--- config.mk ---
export PLATFORM = sky130hd
export DESIGN_NAME = rst_dist_ctrl
export DESIGN_NICKNAME = d
export VERILOG_FILES = /design/src/rtl/rst_dist_pkg.sv /design/src/rtl/rst_sync.sv /design/src/rtl/rst_stretch.sv /design/src/rtl/rst_req_bit.sv /design/src/rtl/rst_keep_track.sv /design/src/rtl/rst_dist_ctrl.sv
export SDC_FILE = /design/constraint.sdc
export NUM_CORES = 1
export LEC_CHECK = 0
export CORE_ASPECT_RATIO = 1.5
export CORE_MARGIN = 3
export CORE_UTILIZATION = 30
export CTS_CLUSTER_SIZE = 40
export DETAILED_ROUTE_END_ITERATION = 10
export PLACE_DENSITY = 0.51
export SLEW_MARGIN = 20
export SYNTH_ARGS = -nofsm -noshare
export SYNTH_HDL_FRONTEND = slang
export SYNTH_SLANG_ARGS = --single-unit
export TNS_END_PERCENT = 20
--- constraint.sdc ---
create_clock -name clk_i -period 4.55 [get_ports clk_i]
set_input_delay 0.6825 -clock clk_i [delete_from_list [all_inputs] [get_ports clk_i]]
set_output_delay 0.6825 -clock clk_i [all_outputs]
set_load 0.03 [all_outputs]
--- src/rtl/rst_dist_pkg.sv ---
package rst_dist_pkg;
  typedef enum int unsigned {
    DOM_PME  = 0,
    DOM_PHY  = 1,
    DOM_NVLD = 2,
    DOM_HCFG = 3,
    DOM_MAC  = 4,
    DOM_DMA  = 5,
    DOM_SYS  = 6,
    DOM_SSID = 7
  } dom_e;

  localparam int unsigned NUM_DOM = 8;
  localparam int unsigned NUM_BIT = 3;
  localparam int unsigned BIT_SW   = 0;
  localparam int unsigned BIT_PHY  = 1;
  localparam int unsigned BIT_PSRT = 2;

  // domains that host reset spares when D3cold wake is supported
  localparam logic [NUM_DOM-1:0] WAKE_EXEMPT = 8'b0000_0001;
endpackage

--- src/rtl/rst_sync.sv ---
module rst_sync #(
  parameter int unsigned STAGES = 2
) (
  input  logic clk_i,
  input  logic arst_ni,
  output logic rst_no
);
  logic [STAGES-1:0] q;

  always_ff @(posedge clk_i or negedge arst_ni) begin
    if (!arst_ni) q <= '0;
    else          q <= {q[STAGES-2:0], 1'b1};
  end

  assign rst_no = q[STAGES-1];
endmodule

--- src/rtl/rst_stretch.sv ---
module rst_stretch #(
  parameter int unsigned STRETCH = 16
) (
  input  logic clk_i,
  input  logic arst_ni,
  input  logic req_i,
  output logic rst_o
);
  localparam int unsigned CW = $clog2(STRETCH + 1);

  logic [CW-1:0] cnt_q;
  logic          rst_q;

  always_ff @(posedge clk_i or negedge arst_ni) begin
    if (!arst_ni) begin
      cnt_q <= CW'(STRETCH);
      rst_q <= 1'b1;
    end else if (req_i) begin
      cnt_q <= CW'(STRETCH);
      rst_q <= 1'b1;
    end else if (cnt_q != '0) begin
      cnt_q <= cnt_q - 1'b1;
      rst_q <= (cnt_q > CW'(1));
    end
  end

  assign rst_o = rst_q;
endmodule

--- src/rtl/rst_req_bit.sv ---
module rst_req_bit (
  input  logic clk_i,
  input  logic arst_ni,
  input  logic set_i,
  input  logic dom_rst_i,
  output logic bit_o,
  output logic req_o
);
  logic bit_q, prev_q;

  // a write while set is dropped, so it cannot extend the reset
  assign req_o = set_i & ~bit_q;

  always_ff @(posedge clk_i or negedge arst_ni) begin
    if (!arst_ni) begin
      bit_q  <= 1'b0;
      prev_q <= 1'b0;
    end else begin
      prev_q <= dom_rst_i;
      if (req_o)                              bit_q <= 1'b1;
      else if (bit_q && prev_q && !dom_rst_i) bit_q <= 1'b0;
    end
  end

  assign bit_o = bit_q;
endmodule

--- src/rtl/rst_keep_track.sv ---
module rst_keep_track (
  input  logic clk_i,
  input  logic arst_ni,
  input  logic hard_i,
  input  logic soft_i,
  input  logic rst_i,
  output logic keep_o
);
  logic keep_q;

  // a hard cause at any point makes the whole running reset hard
  always_ff @(posedge clk_i or negedge arst_ni) begin
    if (!arst_ni)               keep_q <= 1'b0;
    else if (hard_i)            keep_q <= 1'b0;
    else if (soft_i && !rst_i)  keep_q <= 1'b1;
  end

  assign keep_o = keep_q & rst_i;
endmodule

--- src/rtl/rst_dist_ctrl.sv ---
module rst_dist_ctrl
  import rst_dist_pkg::*;
#(
  parameter int unsigned STRETCH     = 16,
  parameter int unsigned SYNC_STAGES = 2
) (
  input  logic clk_i,
  input  logic rst_ni,
  input  logic host_rst_ni,
  input  logic d3cold_wake_en_i,
  input  logic aux_pwr_det_i,
  input  logic pme_en_i,
  input  logic d3hot_entry_i,
  input  logic d3hot_exit_i,
  input  logic sw_rst_set_i,
  input  logic phy_rst_set_i,
  input  logic phy_srst_set_i,
  output logic pme_rst_o,
  output logic phy_rst_o,
  output logic nvld_rst_o,
  output logic hcfg_rst_o,
  output logic mac_rst_o,
  output logic dma_rst_o,
  output logic sys_rst_o,
  output logic ssid_rst_o,
  output logic sys_keep_o,
  output logic phy_keep_o,
  output logic sw_rst_bit_o,
  output logic phy_rst_bit_o,
  output logic phy_srst_bit_o,
  output logic busy_o
);
  logic                por_n_s, host_n_s, ctl_arst_n;
  logic [NUM_DOM-1:0]  dom_req, dom_rst, dom_arst_n;
  logic [NUM_BIT-1:0]  bit_set, bit_dom, bit_q, bit_req;
  logic                d3_flag_q, phy_on_entry, d3_entry_phy, d3_exit_phy;

  rst_sync #(.STAGES(SYNC_STAGES)) u_sync_por (
    .clk_i(clk_i), .arst_ni(rst_ni), .rst_no(por_n_s));

  rst_sync #(.STAGES(SYNC_STAGES)) u_sync_host (
    .clk_i(clk_i), .arst_ni(host_rst_ni & rst_ni), .rst_no(host_n_s));

  assign ctl_arst_n = por_n_s & host_n_s;

  // request bits: software, hard PHY, soft PHY
  assign bit_set = {phy_srst_set_i, phy_rst_set_i, sw_rst_set_i};
  assign bit_dom = {dom_rst[DOM_PHY], dom_rst[DOM_PHY], dom_rst[DOM_SYS]};

  for (genvar b = 0; b < NUM_BIT; b++) begin : g_bit
    rst_req_bit u_bit (
      .clk_i    (clk_i),
      .arst_ni  (ctl_arst_n),
      .set_i    (bit_set[b]),
      .dom_rst_i(bit_dom[b]),
      .bit_o    (bit_q[b]),
      .req_o    (bit_req[b])
    );
  end

  // D3hot PHY entry record
  assign phy_on_entry = ~aux_pwr_det_i | ~pme_en_i;
  assign d3_entry_phy = d3hot_entry_i & phy_on_entry;
  assign d3_exit_phy  = d3hot_exit_i & d3_flag_q;

  always_ff @(posedge clk_i or negedge ctl_arst_n) begin
    if (!ctl_arst_n)        d3_flag_q <= 1'b0;
    else if (d3hot_entry_i) d3_flag_q <= phy_on_entry;
    else if (d3hot_exit_i)  d3_flag_q <= 1'b0;
  end

  always_comb begin
    dom_req           = '0;
    dom_req[DOM_PHY]  = bit_req[BIT_PHY] | bit_req[BIT_PSRT] | d3_entry_phy | d3_exit_phy;
    dom_req[DOM_NVLD] = d3hot_exit_i;
    dom_req[DOM_HCFG] = d3hot_exit_i;
    dom_req[DOM_MAC]  = d3hot_exit_i | bit_req[BIT_SW];
    dom_req[DOM_DMA]  = d3hot_exit_i | bit_req[BIT_SW];
    dom_req[DOM_SYS]  = d3hot_exit_i | bit_req[BIT_SW];
  end

  // wake config is quasi-static; it only gates the host term
  for (genvar d = 0; d < NUM_DOM; d++) begin : g_dom
    assign dom_arst_n[d] = por_n_s & (host_n_s | (WAKE_EXEMPT[d] & d3cold_wake_en_i));

    rst_stretch #(.STRETCH(STRETCH)) u_str (
      .clk_i  (clk_i),
      .arst_ni(dom_arst_n[d]),
      .req_i  (dom_req[d]),
      .rst_o  (dom_rst[d])
    );
  end

  rst_keep_track u_keep_sys (
    .clk_i  (clk_i),
    .arst_ni(dom_arst_n[DOM_SYS]),
    .hard_i (d3hot_exit_i),
    .soft_i (bit_req[BIT_SW]),
    .rst_i  (dom_rst[DOM_SYS]),
    .keep_o (sys_keep_o)
  );

  rst_keep_track u_keep_phy (
    .clk_i  (clk_i),
    .arst_ni(dom_arst_n[DOM_PHY]),
    .hard_i (bit_req[BIT_PHY] | d3_entry_phy | d3_exit_phy),
    .soft_i (bit_req[BIT_PSRT]),
    .rst_i  (dom_rst[DOM_PHY]),
    .keep_o (phy_keep_o)
  );

  assign pme_rst_o      = dom_rst[DOM_PME];
  assign phy_rst_o      = dom_rst[DOM_PHY];
  assign nvld_rst_o     = dom_rst[DOM_NVLD];
  assign hcfg_rst_o     = dom_rst[DOM_HCFG];
  assign mac_rst_o      = dom_rst[DOM_MAC];
  assign dma_rst_o      = dom_rst[DOM_DMA];
  assign sys_rst_o      = dom_rst[DOM_SYS];
  assign ssid_rst_o     = dom_rst[DOM_SSID];
  assign sw_rst_bit_o   = bit_q[BIT_SW];
  assign phy_rst_bit_o  = bit_q[BIT_PHY];
  assign phy_srst_bit_o = bit_q[BIT_PSRT];
  assign busy_o         = (|dom_rst) | (|bit_q);
endmodule

# Word-level counts from Yosys, hierarchy flattened
# Index checks and enable logic that the tools add are counted.
[classes] n_addsub=8 order_cmp=8 mux=36 n_bitwise=24 reduce_logical=32
[ops] cell="$mux W5" count=12
[ops] cell="$gt A5 B1 Y1 const B" count=8
[ops] cell="$reduce_bool A5 Y1" count=8
[ops] cell="$sub A5 B1 Y5 const B" count=8
[ops] cell="$mux W1" count=24
[ops] cell="$reduce_bool A2 Y1" count=12
[ops] cell="$and A1 B1 Y1" count=10
[ops] cell="$or A1 B1 Y1" count=9
[ops] cell="$logic_and A1 B1 Y1" count=8
[ops] cell="$reduce_or A8 Y1" count=1
[ops] cell="$not A1 Y1" count=5
[ops] cell="$reduce_or A3 Y1" count=1
[ops] cell="$logic_not A1 Y1" count=2
[word_totals] reg_bits=60 inputBits=11 out_inout_bits=14 word_cells=134

# Longest topological paths before layout
# Gate-level depths: netlist of run 1.
[logic_depth] word_depth=6 depth_mapped=5 ltp_nobuf=5

# Hierarchy
# Synthesis of run 1 repeated with hierarchy kept, for this count alone.
[hier_totals] cells_unflattened=305 hier_area_um2=3072.9
[modules_own_cells] module="rst_stretch" n_inst=8 cells_each=32 area_each_um2=315.3 seq_area_each_um2=152.6
[modules_own_cells] module="rst_req_bit" n_inst=3 cells_each=6 area_each_um2=70.1 seq_area_each_um2=50.0
[modules_own_cells] module="rst_dist_ctrl" n_inst=1 cells_each=15 area_each_um2=130.1 seq_area_each_um2=25.0
[modules_own_cells] module="rst_sync" n_inst=2 cells_each=3 area_each_um2=53.8 seq_area_each_um2=50.0
[modules_own_cells] module="rst_keep_track" n_inst=2 cells_each=5 area_each_um2=51.3 seq_area_each_um2=25.0

# Worst setup path before layout of run 1
# Ideal clock, no wire load.
[synth_timing] path_type="input-to-reg" startpoint="input port d3hot_exit_i" endpoint="register g_dom[1].u_str.rst_q" setup_ns=0.094 t_arrival_ns=1.750 required_ns=4.456 path_slack_ns=2.706 path_stages=3 path_buffers=1 path_cell_list="buf_2 -> a2111o_1 -> or4_1"
[synth_via] elab_chain_cells=3 word_cells_on_any_way=4 cone_classes="mux (1); bitwise (2); reduce/logical (1)"
[synth_rtl] element="from (decl)" line="rst_dist_ctrl.sv:14" source="input logic d3hot_exit_i,"
[synth_rtl] element="$and A1 B1 Y1 *" line="rst_dist_ctrl.sv:64" source="assign d3_exit_phy = d3hot_exit_i & d3_flag_q;"
[synth_rtl] element="$or A1 B1 Y1 *" line="rst_dist_ctrl.sv:74" source="dom_req[DOM_PHY] = bit_req[BIT_PHY] | bit_req[BIT_PSRT] | d3_entry_phy | d3_exit_phy;"
[synth_rtl] element="$mux W1 / $reduce_bool A2 Y1 (equally long branches)"
[synth_rtl] element="to (signal assigned)" line="rst_stretch.sv:23" source="rst_q <= (cnt_q > CW'(1));"
[synth_rtl] element="to (decl)" line="rst_stretch.sv:12" source="logic rst_q;"
# Every way passes the cells marked *; elsewhere a longest branch is shown, timed or not.
# A chain may end at the register's enable or synchronous reset.

# Final worst setup path of run 1
[layout_timing] startpoint="register g_bit[1].u_bit.bit_q" endpoint="output port busy_o"
[layout_via] elab_chain_cells=2
[layout_rtl] element="from (decl)" line="rst_req_bit.sv:9" source="logic bit_q, prev_q;"
[layout_rtl] element="from (signal assigned)" line="rst_req_bit.sv:16" source="bit_q <= 1'b0;"
[layout_rtl] element="from (signal assigned)" line="rst_req_bit.sv:20" source="if (req_o) bit_q <= 1'b1;"
[layout_rtl] element="from (signal assigned)" line="rst_req_bit.sv:21" source="else if (bit_q && prev_q && !dom_rst_i) bit_q <= 1'b0;"
[layout_rtl] element="$reduce_or A3 Y1" line="rst_dist_ctrl.sv:123" source="assign busy_o = (|dom_rst) | (|bit_q);"
[layout_rtl] element="$or A1 B1 Y1" line="rst_dist_ctrl.sv:123"
[layout_rtl] element="to (decl)" line="rst_dist_ctrl.sv:31" source="output logic busy_o"
# Every way passes these cells.

==> impl_summary.txt, run 1 <==
----------------------------------------------------
[Run status]
  Run status ... complete, no violations

[Yosys]
  Cell taking the most area after synthesis ... dfrtp_1
  Post-synthesis sequential element count ... 60
  Post-Syn Instances ... around 290
  Share of synthesized registers carrying an async set or reset ... 100.0%
  Synthesized area ... between 2000 and 3000 sq um
  Mapped Avg Cell Area ... ~10 sq um
  Most instantiated flip-flop cell in the synthesis netlist ... dfrtp_1
  Count of warnings emitted by yosys ... 0
  Number of synthesized flops with an enable pin ... 0
  Largest cells by area after synthesis ... dfrtp_1 (38%), dfstp_2 (14%), ha_1 (7.7%)
  Sequential-to-total area share from yosys stat ... approximately half
  Fraction of post-synthesis cell area in the top cell type by area ... 37.53%
  Post-synthesis cell type count ... 40

[Timing]
  Final setup fails ... 0
  Highest attainable clock frequency ... 376.5 MHz
  Clock period minus final worst setup slack ... between 2 and 3 ns
  Max transition margin ... 51.63%
  Summed negative setup slack over all endpoints ... 0 ns
  Worst Max-Slew Pin Slew ... roughly 0.72 ns
  Worst Clk Skew ... 0.006040 ns
  Count of endpoints failing hold in the final timing report ... 0
  RSZ-0062 raised after global routing ... false
  Final Max Tran Viols ... 0
  Worst path setup slack after routing ... 1.894 ns
  Crit share post-route ... 58.37%

[Global routing]
  Grt ovf ... 0
  Total Routing Usage GR ... a little under an eighth
  Largest net degree at the start of global routing ... 51
  Vias in the first global route ... ~2200
  Antenna violations before repair ... 0
  Global-route wire length before repair ... between 10000 and 15000 microns

[Power and ir drop]
  P_leak ... 1.559 nW
  Part of the total power dissipated in the clock network ... 31.9%
  Switching power total ... about 710 uW
  IR Drop Worst-Case VDD ... roughly 0.32 mV
  Net Sw Frac ... between 30% and 40%
  Logic gate share of total power ... between 20 and 30%
  Share of power burned in registers ... about two fifths
  Internal power contribution ... 1.411 mW
  Power per Cell Area ... between 500 and 600 nW/um^2

[Clock network]
  Number of buffers on the longest clock path ... 2
  Resized cells post-CTS ... 0
  Clock tree from TritonCTS ... done
  Post-CTS setup buffer count ... 0
  CTS Hold Bufs ... 0
  Clock latency of the later-clocked register in the worst-skew pair ... about 0.32 ns
  Register clock-pin slew on the reported worst setup and hold paths ... about 0.060 ns
  Deepest level of the CTS H-tree ... 3
  Number of buffers inserted during clock tree synthesis ... 9
  Buffer type at the clock tree root ... clkbuf_16
  Number of clock sinks ... 60

[Die]
  Area of the die ... between 10000 and 15000 sq um
  Number of core rows ... 43
  Starting Density ... roughly 31%
  Die height ... between 100 and 150 microns
  IO Pins ... 25
  Total core area ... ~9400 sq um
  Die Width ... between 80 and 90 microns

[Setup path]
  Required time reported for the critical path endpoint ... 3.87 ns
  Slowest cell on the critical path ... clkdlybuf4s50_1
  Path type of the worst setup path ... reg -> out
  Arrival time of data at the critical path endpoint ... 1.97 ns
  Type of destination of the critical path ... output port
  Maximum single-stage delay on the critical path ... about 0.62 ns
  Critical Path Source Type ... flop
  CP cell instances ... nor4_1 > nand4_1 > clkdlybuf4s50_1
  Start point of the critical path ... g_bit[1].u_bit.bit_o
  Start of the worst register-to-register path ... g_dom[1].u_str.cnt_q[0]
  CP max FO ... 5

[Place]
  PortBufs ... 24
  GPL Wtd Cong ... 0.7917
  Pre-CTS setup slack ... 2.189 ns
  Post-DP HPWL ... around 3900 microns

[Routing]
  Final wirelength ... 5452 microns
  Count of TritonRoute iterations in the first routing pass ... 4
  Number of vias per cell after detailed routing ... 4.856
  ANT nets after route ... 0
  Drt wl/cell ... between 10 and 15 microns
  Final routed DRC violation total ... 0
  Violation count after the first detailed-route iteration ... 95
  Count of vias placed by the detailed router ... roughly 2100

[Finish]
  Number of fill cells in the layout ... 909
  Net total in the final layout ... about 350
  Fraction of layout instances using a drive strength above 1 ... 15.08%
  Most common cell after layout, fill and taps aside ... dfrtp_1
  Most frequent cells in the layout ... dfrtp_1 (44), nor2_1 (37), inv_1 (24), clkdlybuf4s50_1 (24), a21oi_1 (20)
  Number of diodes ... 0
  Area growth syn-to-layout ... 23.50%

[Min path]
  Worst hold path class ... reg -> async

[Flow run]
  Maximum capacitance violations ... 0

----------------------------------------------------
per-layer routing:
metal  vias to the layer above  part of all wire (%)  GRT usage, %
li1                       1060                     -             -
met1                      1021                    45         14.13
met2                        32                    47         17.58
met3                         9                   6.4         5.032
met4                         0                   1.8         4.679
met5                         -                     0             0
worst paths after layout:
path                                           endpoint  slack (ns)  cells after the start
max in group asynchronous       g_dom[0].u_str.cnt_q[4]        3.57                      2
min in group clk_i                     u_sync_host.q[1]        0.35                      0
worst min-delay path            g_dom[0].u_str.cnt_q[1]        0.22                      1
worst max register to register  g_dom[1].u_str.cnt_q[1]        2.76                      4
worst min register to register  g_dom[0].u_str.cnt_q[1]        0.22                      1
worst max-delay path                             busy_o        1.89                      3
cell usage after synthesis, types with 3 or more instances:
library cell and number:
nor3_1 10, xnor2_1 10, nand2b_1 11, inv_1 24, a21o_1 5, and2_1 4, a211oi_1 7, o21ai_0 6
or3_1 3, o31ai_1 5, nand2_1 15, mux2_2 4, a21oi_1 20, nand3b_1 3, nand3_1 6, or4b_2 7
nor2b_1 4, nor2_1 37, dfrtp_1 44, dfstp_2 16, ha_1 18
registers in the layout, indices dropped and copies added (netlist names):
signal / flops
u_sync_host.q: 2
u_sync_por.q: 2
g_dom.u_str.rst_o: 8
g_dom.u_str.cnt_q: 40
d3_flag_q: 1
g_bit.u_bit.prev_q: 2
u_keep_phy.keep_q: 1
g_bit.u_bit.bit_o: 3
u_keep_sys.keep_q: 1
through the flow:
step / utilization [%] / instances / hold WS, ns / area, sq um / power [mW]
floorplan: - / 286 / 0.1790 / 2938 / 1.297
global placement: 35.28 / 421 / 0.2331 / 3322 / 1.459
detailed placement: 35.28 / 421 / 0.2290 / 3322 / 1.467
CTS: 38.49 / 437 / 0.2394 / 3623 / 2.164
global route: 38.49 / 437 / 0.2819 / 3623 / 2.304
finish: 38.49 / 437 / 0.2245 / 3623 / 2.122
cell families after synthesis:
kind of cell	Yosys count	synth area share, %
simple gates	109	19.45
xor+xnor	10	2.985
compound gates	56	12.88
mux	4	1.535
other cells	1	0.1278
fa+ha+maj	18	7.676
flops	60	51.86
buf+inv	27	3.497
critical path, delay by kind of cell (launching register included):
kind / cells / cell delay (ns)
and+or+nand+nor: 2 / 0.62
buffers and inverters: 1 / 0.62
DFF: 1 / 0.41
cell type report:
class / instances / area (sq um) / share of cell area, %
well taps: 112 / 140.1 / 3.867
clock inverters: 7 / 76.32 / 2.106
inverters: 24 / 90.09 / 2.486
flip-flops and latches: 60 / 1521 / 41.99
repair buffers: 26 / 255.2 / 7.044
multi-input cells: 199 / 1315 / 36.29
clock buffers: 9 / 225.2 / 6.215
power by group through the flow:
stage / clock network [mW] / logic, mW / registers, mW
after floorplan: 0 / 0.454 / 0.843
after global placement: 0 / 0.614 / 0.845
after detailed placement: 0 / 0.619 / 0.848
after CTS: 0.701 / 0.622 / 0.840
after global routing: 0.725 / 0.708 / 0.871
final: 0.676 / 0.609 / 0.837
No activity file was read; power rests on OpenSTA's default activity.
==> run 2: changes to the inputs <==
--- a/config.mk
+++ b/config.mk
@@ -10,7 +10,7 @@
 export CORE_UTILIZATION = 30
 export CTS_CLUSTER_SIZE = 40
 export DETAILED_ROUTE_END_ITERATION = 10
-export PLACE_DENSITY = 0.51
+export PLACE_DENSITY = 0.53
 export SLEW_MARGIN = 20
 export SYNTH_ARGS = -nofsm -noshare
 export SYNTH_HDL_FRONTEND = slang
==> constraint.sdc (replaced) <==
create_clock -name clk_i -period 2.3 [get_ports clk_i]
set_input_delay 0.345 -clock clk_i [delete_from_list [all_inputs] [get_ports clk_i]]
set_output_delay 0.345 -clock clk_i [all_outputs]
set_load 0.03 [all_outputs]
==> impl_summary.txt, run 2 (same netlist as run 1, synthesis figures left out) <==
----------------------------------------------------
[Power and ir drop]
  Internal power contribution ... 2.984 mW
  Power per Cell Area ... 1193 nW/um^2
  Net Sw Frac ... between 30% and 40%
  Part of the total power dissipated in the clock network ... about a third
  Share of power burned in registers ... 38.0%
  Total power consumption of the routed design ... about 4.4 mW
  Logic gate share of total power ... ~28%
  Switching power total ... between 1 and 1.5 mW
  P_leak ... between 1.5 and 2 nW
  IR Drop Worst-Case VDD ... ~0.57 mV

[Clock network]
  Register clock-pin slew on the reported worst setup and hold paths ... about 0.050 ns
  Clock tree from TritonCTS ... done
  Buffer type at the clock tree root ... clkbuf_16
  CTS Hold Bufs ... 0
  Deepest level of the CTS H-tree ... 3
  Clock latency of the later-clocked register in the worst-skew pair ... between 0.3 and 0.4 ns
  Number of buffers on the longest clock path ... 2
  Post-CTS setup buffer count ... 0
  Number of clock sinks ... 60
  Number of buffers inserted during clock tree synthesis ... 9
  Resized cells post-CTS ... 0

[Die]
  Area of the die ... between 10000 and 15000 sq um
  Die height ... 127.1 microns
  Die Width ... just under 90 microns
  Number of core rows ... 43
  Total core area ... between 9000 and 10000 sq um
  IO Pins ... 25
  Starting Density ... between 30 and 40%

[Finish]
  Net total in the final layout ... ~350
  Number of diodes ... 0
  Max reg flops ... 40
  Top register by number of flip-flops ... g_dom.u_str.cnt_q
  Number of fill cells in the layout ... ~900
  Fraction of layout instances using a drive strength above 1 ... 15.08%
  Area growth syn-to-layout ... 24.69%
  Most frequent cells in the layout ... dfrtp_1 (44), nor2_1 (37), inv_1 (24), clkdlybuf4s50_1 (24), a21oi_1 (20)
  Most common cell after layout, fill and taps aside ... dfrtp_1

[Routing]
  Drt wl/cell ... 12.70 microns
  Count of TritonRoute iterations in the first routing pass ... 4
  ANT nets after route ... 0
  Violation count after the first detailed-route iteration ... 45
  Final wirelength ... ~5500 microns
  Count of vias placed by the detailed router ... about 2100
  Final routed DRC violation total ... 0
  Number of vias per cell after detailed routing ... around 4.8

[Setup path]
  Arrival time of data at the critical path endpoint ... around 1.8 ns
  Required time reported for the critical path endpoint ... 1.96 ns
  Type of destination of the critical path ... output port
  Path type of the worst setup path ... reg -> out
  Worst reg-to-reg setup slack ... 0.48 ns
  Critical Path Source Type ... flop
  CP max FO ... 5

[Timing]
  Worst Clk Skew ... approximately 0.0043 ns
  Clock period minus final worst setup slack ... ~2.2 ns
  Max transition margin ... between 50% and 60%
  Final setup fails ... 0
  Worst Max-Slew Pin Slew ... a little under 0.7 ns
  Crit share post-route ... 94.66%
  RSZ-0062 raised after global routing ... false
  Summed negative setup slack over all endpoints ... 0 ns
  Final Max Tran Viols ... 0
  Count of endpoints failing hold in the final timing report ... 0
  Highest attainable clock frequency ... 459.3 MHz

[Place]
  GPL Wtd Cong ... 0.7934
  Post-DP HPWL ... roughly 3900 microns
  PortBufs ... 24

[Global routing]
  Grt ovf ... 0
  Vias in the first global route ... 2067
  Antenna violations before repair ... 0
  Global-route wire length before repair ... 9501 microns
  Largest net degree at the start of global routing ... 51
  Total Routing Usage GR ... roughly 11%

[Run status]
  Run status ... complete, no violations

[Flow run]
  Maximum capacitance violations ... 0

[Min path]
  Worst hold path class ... in -> async

----------------------------------------------------
run 2: cell type report:
class / count / area, sq um / share of cell area (%)
Clock inverter: 4 / 70.07 / 1.915
Timing Repair Buffer: 26 / 255.2 / 6.977
Inverter: 24 / 90.09 / 2.462
Tap cell: 112 / 140.1 / 3.830
Multi-Input combinational cell: 199 / 1315 / 35.94
Sequential cell: 60 / 1521 / 41.59
Clock buffer: 12 / 266.5 / 7.285
run 2: metrics by stage:
step           std cells  area (sq um)  setup WS, ns  hold slack (ns)  utilization, %
5_1_grt              437          3659       0.02605           0.1817           38.86
4_1_cts              437          3659       0.09827           0.1783           38.86
3_3_place_gp         421          3322        0.2859           0.2278           35.28
6_report             437          3659        0.1229           0.1864           38.86
2_1_floorplan        286          2938        0.4930          0.04941               -
3_5_place_dp         421          3322        0.2710           0.2439           35.28
run 2: power by group through the flow:
stage               combinational, mW  clock, mW  sequential [mW]
floorplan                       0.899          0             1.67
global placement                 1.21          0             1.67
detailed placement               1.22          0             1.68
CTS                              1.24       1.53             1.66
global route                     1.39       1.57             1.72
finish                           1.21       1.49             1.66
run 2: path summary, 6_finish.rpt:
path | start | to | depth (start not counted)
max reg2reg | g_dom[5].u_str.cnt_q[0] | g_dom[5].u_str.cnt_q[0] | 5
max | g_bit[1].u_bit.bit_o | busy_o | 3
min | rst_ni | u_sync_por.q[1] | 1
max in group asynchronous | u_sync_host.q[1] | g_dom[2].u_str.cnt_q[0] | 2
min reg2reg | u_sync_host.q[1] | g_dom[0].u_str.cnt_q[3] | 1
min in group clk_i | u_sync_por.q[0] | u_sync_por.q[1] | 0
run 2: worst max-delay path, cell delays in order (launching register included):
cell and delay, ns:
dfrtp_1 0.42, nor4_1 0.35, nand4_1 0.13, clkdlybuf4s50_1 0.61
run 2: per-layer routing:
| metal | global-route usage [%] | share of wire, % | vias to the layer above |
|---|---|---|---|
| met4 | 5.780 | 2.1 | 0 |
| met2 | 17.85 | 48 | 36 |
| met5 | 0 | 0 | - |
| met3 | 4.710 | 6.0 | 7 |
| li1 | - | - | 1051 |
| met1 | 12.66 | 44 | 987 |
==> run 3: changes to the inputs <==
--- a/config.mk
+++ b/config.mk
@@ -6,11 +6,12 @@
 export NUM_CORES = 1
 export LEC_CHECK = 0
 export CORE_ASPECT_RATIO = 1.5
-export CORE_MARGIN = 3
+export CORE_MARGIN = 2
 export CORE_UTILIZATION = 30
 export CTS_CLUSTER_SIZE = 40
 export DETAILED_ROUTE_END_ITERATION = 10
 export PLACE_DENSITY = 0.53
+export SKIP_LAST_GASP = 1
 export SLEW_MARGIN = 20
 export SYNTH_ARGS = -nofsm -noshare
 export SYNTH_HDL_FRONTEND = slang
==> constraint.sdc (replaced) <==
create_clock -name clk_i -period 1.9 [get_ports clk_i]
set_input_delay 0.285 -clock clk_i [delete_from_list [all_inputs] [get_ports clk_i]]
set_output_delay 0.285 -clock clk_i [all_outputs]
set_load 0.03 [all_outputs]
==> impl_summary.txt, run 3 (same netlist as run 1, synthesis figures left out) <==
----------------------------------------------------
[Clock network]
  Number of clock sinks ... 60
  Clock latency of the later-clocked register in the worst-skew pair ... between 0.3 and 0.4 ns
  Deepest level of the CTS H-tree ... 3
  CTS Hold Bufs ... 0
  Clock tree from TritonCTS ... done
  Buffer type at the clock tree root ... clkbuf_16
  Number of buffers inserted during clock tree synthesis ... 9
  Number of buffers on the longest clock path ... 2
  Register clock-pin slew on the reported worst setup and hold paths ... around 0.05 ns

[Die]
  Area of the die ... 10600 sq um
  Number of core rows ... 44
  Die Width ... approximately 85 microns
  Starting Density ... 30.63%
  Total core area ... between 9000 and 10000 sq um
  Die height ... 125.1 microns
  IO Pins ... 25

[Timing]
  Highest attainable clock frequency ... ~540 MHz
  Crit share post-route ... 98.20%
  Final setup fails ... 0
  Final Max Tran Viols ... 0
  Clock period minus final worst setup slack ... roughly 1.9 ns
  Worst Clk Skew ... 0.005908 ns
  RSZ-0062 raised after global routing ... true
  Summed negative setup slack over all endpoints ... 0 ns
  Count of endpoints failing hold in the final timing report ... 0
  Worst path setup slack after routing ... between 0.03 and 0.04 ns

[Power and ir drop]
  IR Drop Worst-Case VDD ... 0.6430 mV
  P_leak ... around 1.6 nW
  Power per Cell Area ... about 1400 nW/um^2
  Total power consumption of the routed design ... 5.061 mW

[Finish]
  Net total in the final layout ... around 360
  Max reg flops ... 40
  Number of diodes ... 0
  Most frequent cells in the layout ... dfrtp_1 (44), nor2_1 (37), inv_1 (24), clkdlybuf4s50_1 (21), a21oi_1 (20)
  Fraction of layout instances using a drive strength above 1 ... approximately 17%
  Area growth syn-to-layout ... 25.88%
  Non-filler instance count after layout ... 450
  Top register by number of flip-flops ... g_dom.u_str.cnt_q
  Final core utilization ... 38.56%
  Most common cell after layout, fill and taps aside ... dfrtp_1

[Setup path]
  Capturing point of the worst reg2reg path ... g_dom[2].u_str.cnt_q[0]
  CP cell instances ... clkdlybuf4s50_1
  CP max FO ... 3
  Number of cells traversed by the worst register-to-register path ... 5
  Slowest cell on the critical path ... clkdlybuf4s50_1
  Start of the worst register-to-register path ... g_dom[2].u_str.cnt_q[0]
  Kind of cell adding the most delay to the critical path ... buffers and inverters
  Critical Path Source Type ... flop
  Path type of the worst setup path ... reg -> out
  Buffers plus inverters on the worst setup path ... 1
  Required time reported for the critical path endpoint ... 1.62 ns
  Worst reg-to-reg setup slack ... ~0.15 ns
  Type of destination of the critical path ... output port
  Arrival time of data at the critical path endpoint ... roughly 1.6 ns
  Maximum single-stage delay on the critical path ... 0.70 ns

[Global routing]
  Antenna violations before repair ... 0
  Grt ovf ... 0
  Largest net degree at the start of global routing ... slightly above 50
  Global-route wire length before repair ... between 9000 and 10000 microns
  Total Routing Usage GR ... 11.81%
  Vias in the first global route ... between 2000 and 2500

[Place]
  PortBufs ... 24
  Post-DP HPWL ... ~3900 microns
  GPL Wtd Cong ... approximately 0.77
  Pre-CTS setup slack ... 0.03399 ns
  Placed cells ... 434

[Routing]
  Count of TritonRoute iterations in the first routing pass ... 4
  Count of vias placed by the detailed router ... between 2000 and 2500
  Number of vias per cell after detailed routing ... a little under 5
  Drt wl/cell ... between 10 and 15 microns
  Final wirelength ... around 5600 microns
  Violation count after the first detailed-route iteration ... slightly below 80
  ANT nets after route ... 0
  Final routed DRC violation total ... 0

[Flow run]
  Maximum capacitance violations ... 0

[Min path]
  Worst hold path class ... in -> async

[Run status]
  Run status ... complete, no violations

----------------------------------------------------
-- run 3: cell types whose count changed in the layout (fill, tap and decap cells not counted), sizes merged --
cell / delta
dlygate4sd2: +2
dlymetal6s2s: +1
clkdlybuf4s50: -3
bufinv: -2
clkbuf: +2
buf: +10
-- run 3: per-stage QoR --
stage / hold slack [ns] / area [sq um]
floorplan: -0.01059 / 2938
global placement: 0.2265 / 3413
detailed placement: 0.2239 / 3413
CTS: 0.1216 / 3685
global route: 0.1295 / 3694
finish: 0.1276 / 3694
-- run 3: area by class of cell --
type | instances | area (sq um)
inverters | 24 | 90.09
flip-flops and latches | 60 | 1521
fillers | 969 | 5886
repair buffers | 36 | 342.8
clock buffers | 14 | 264.0
clock inverters | 2 | 10.01
multi-input cells | 199 | 1321
well taps | 115 | 143.9
-- run 3: how the worst max path moves through the flow --
stage | startpoint | endpoint | slack (ns) | cells after the start
floorplan | u_sync_host.q[1] | d3_flag_q | 0.09 | 1
global placement | pme_en_i | g_dom[1].u_str.rst_o | 0.05 | 4
detailed placement | pme_en_i | g_dom[1].u_str.rst_o | 0.03 | 4
CTS | g_dom[1].u_str.rst_o | phy_keep_o | -0.09 | 2
global route | g_bit[1].u_bit.bit_o | busy_o | -0.04 | 4
finish | g_dom[7].u_str.rst_o | ssid_rst_o | 0.03 | 1
-- run 3: repair_timing --
item	4_1_cts	5_1_grt
buffers inserted	0	0
endpoints found under the setup margin	3	6
gates resized for setup	2	2
-- run 3: per-layer routing --
layer | track usage, % | up-vias | wire, microns
li1 | - | 1071 | -
met1 | 13.91 | 1052 | 2444
met2 | 18.90 | 30 | 2738
met3 | 4.620 | 8 | 348
met4 | 5.322 | 0 | 84
met5 | 0 | - | 0
-- run 3: report_power, final --
group          internal [mW]  switching (mW)  total [mW]
sequential              1.66           0.348        2.01
clock                  0.949           0.538        1.49
combinational          0.784           0.785        1.57
total                   3.39            1.67        5.06
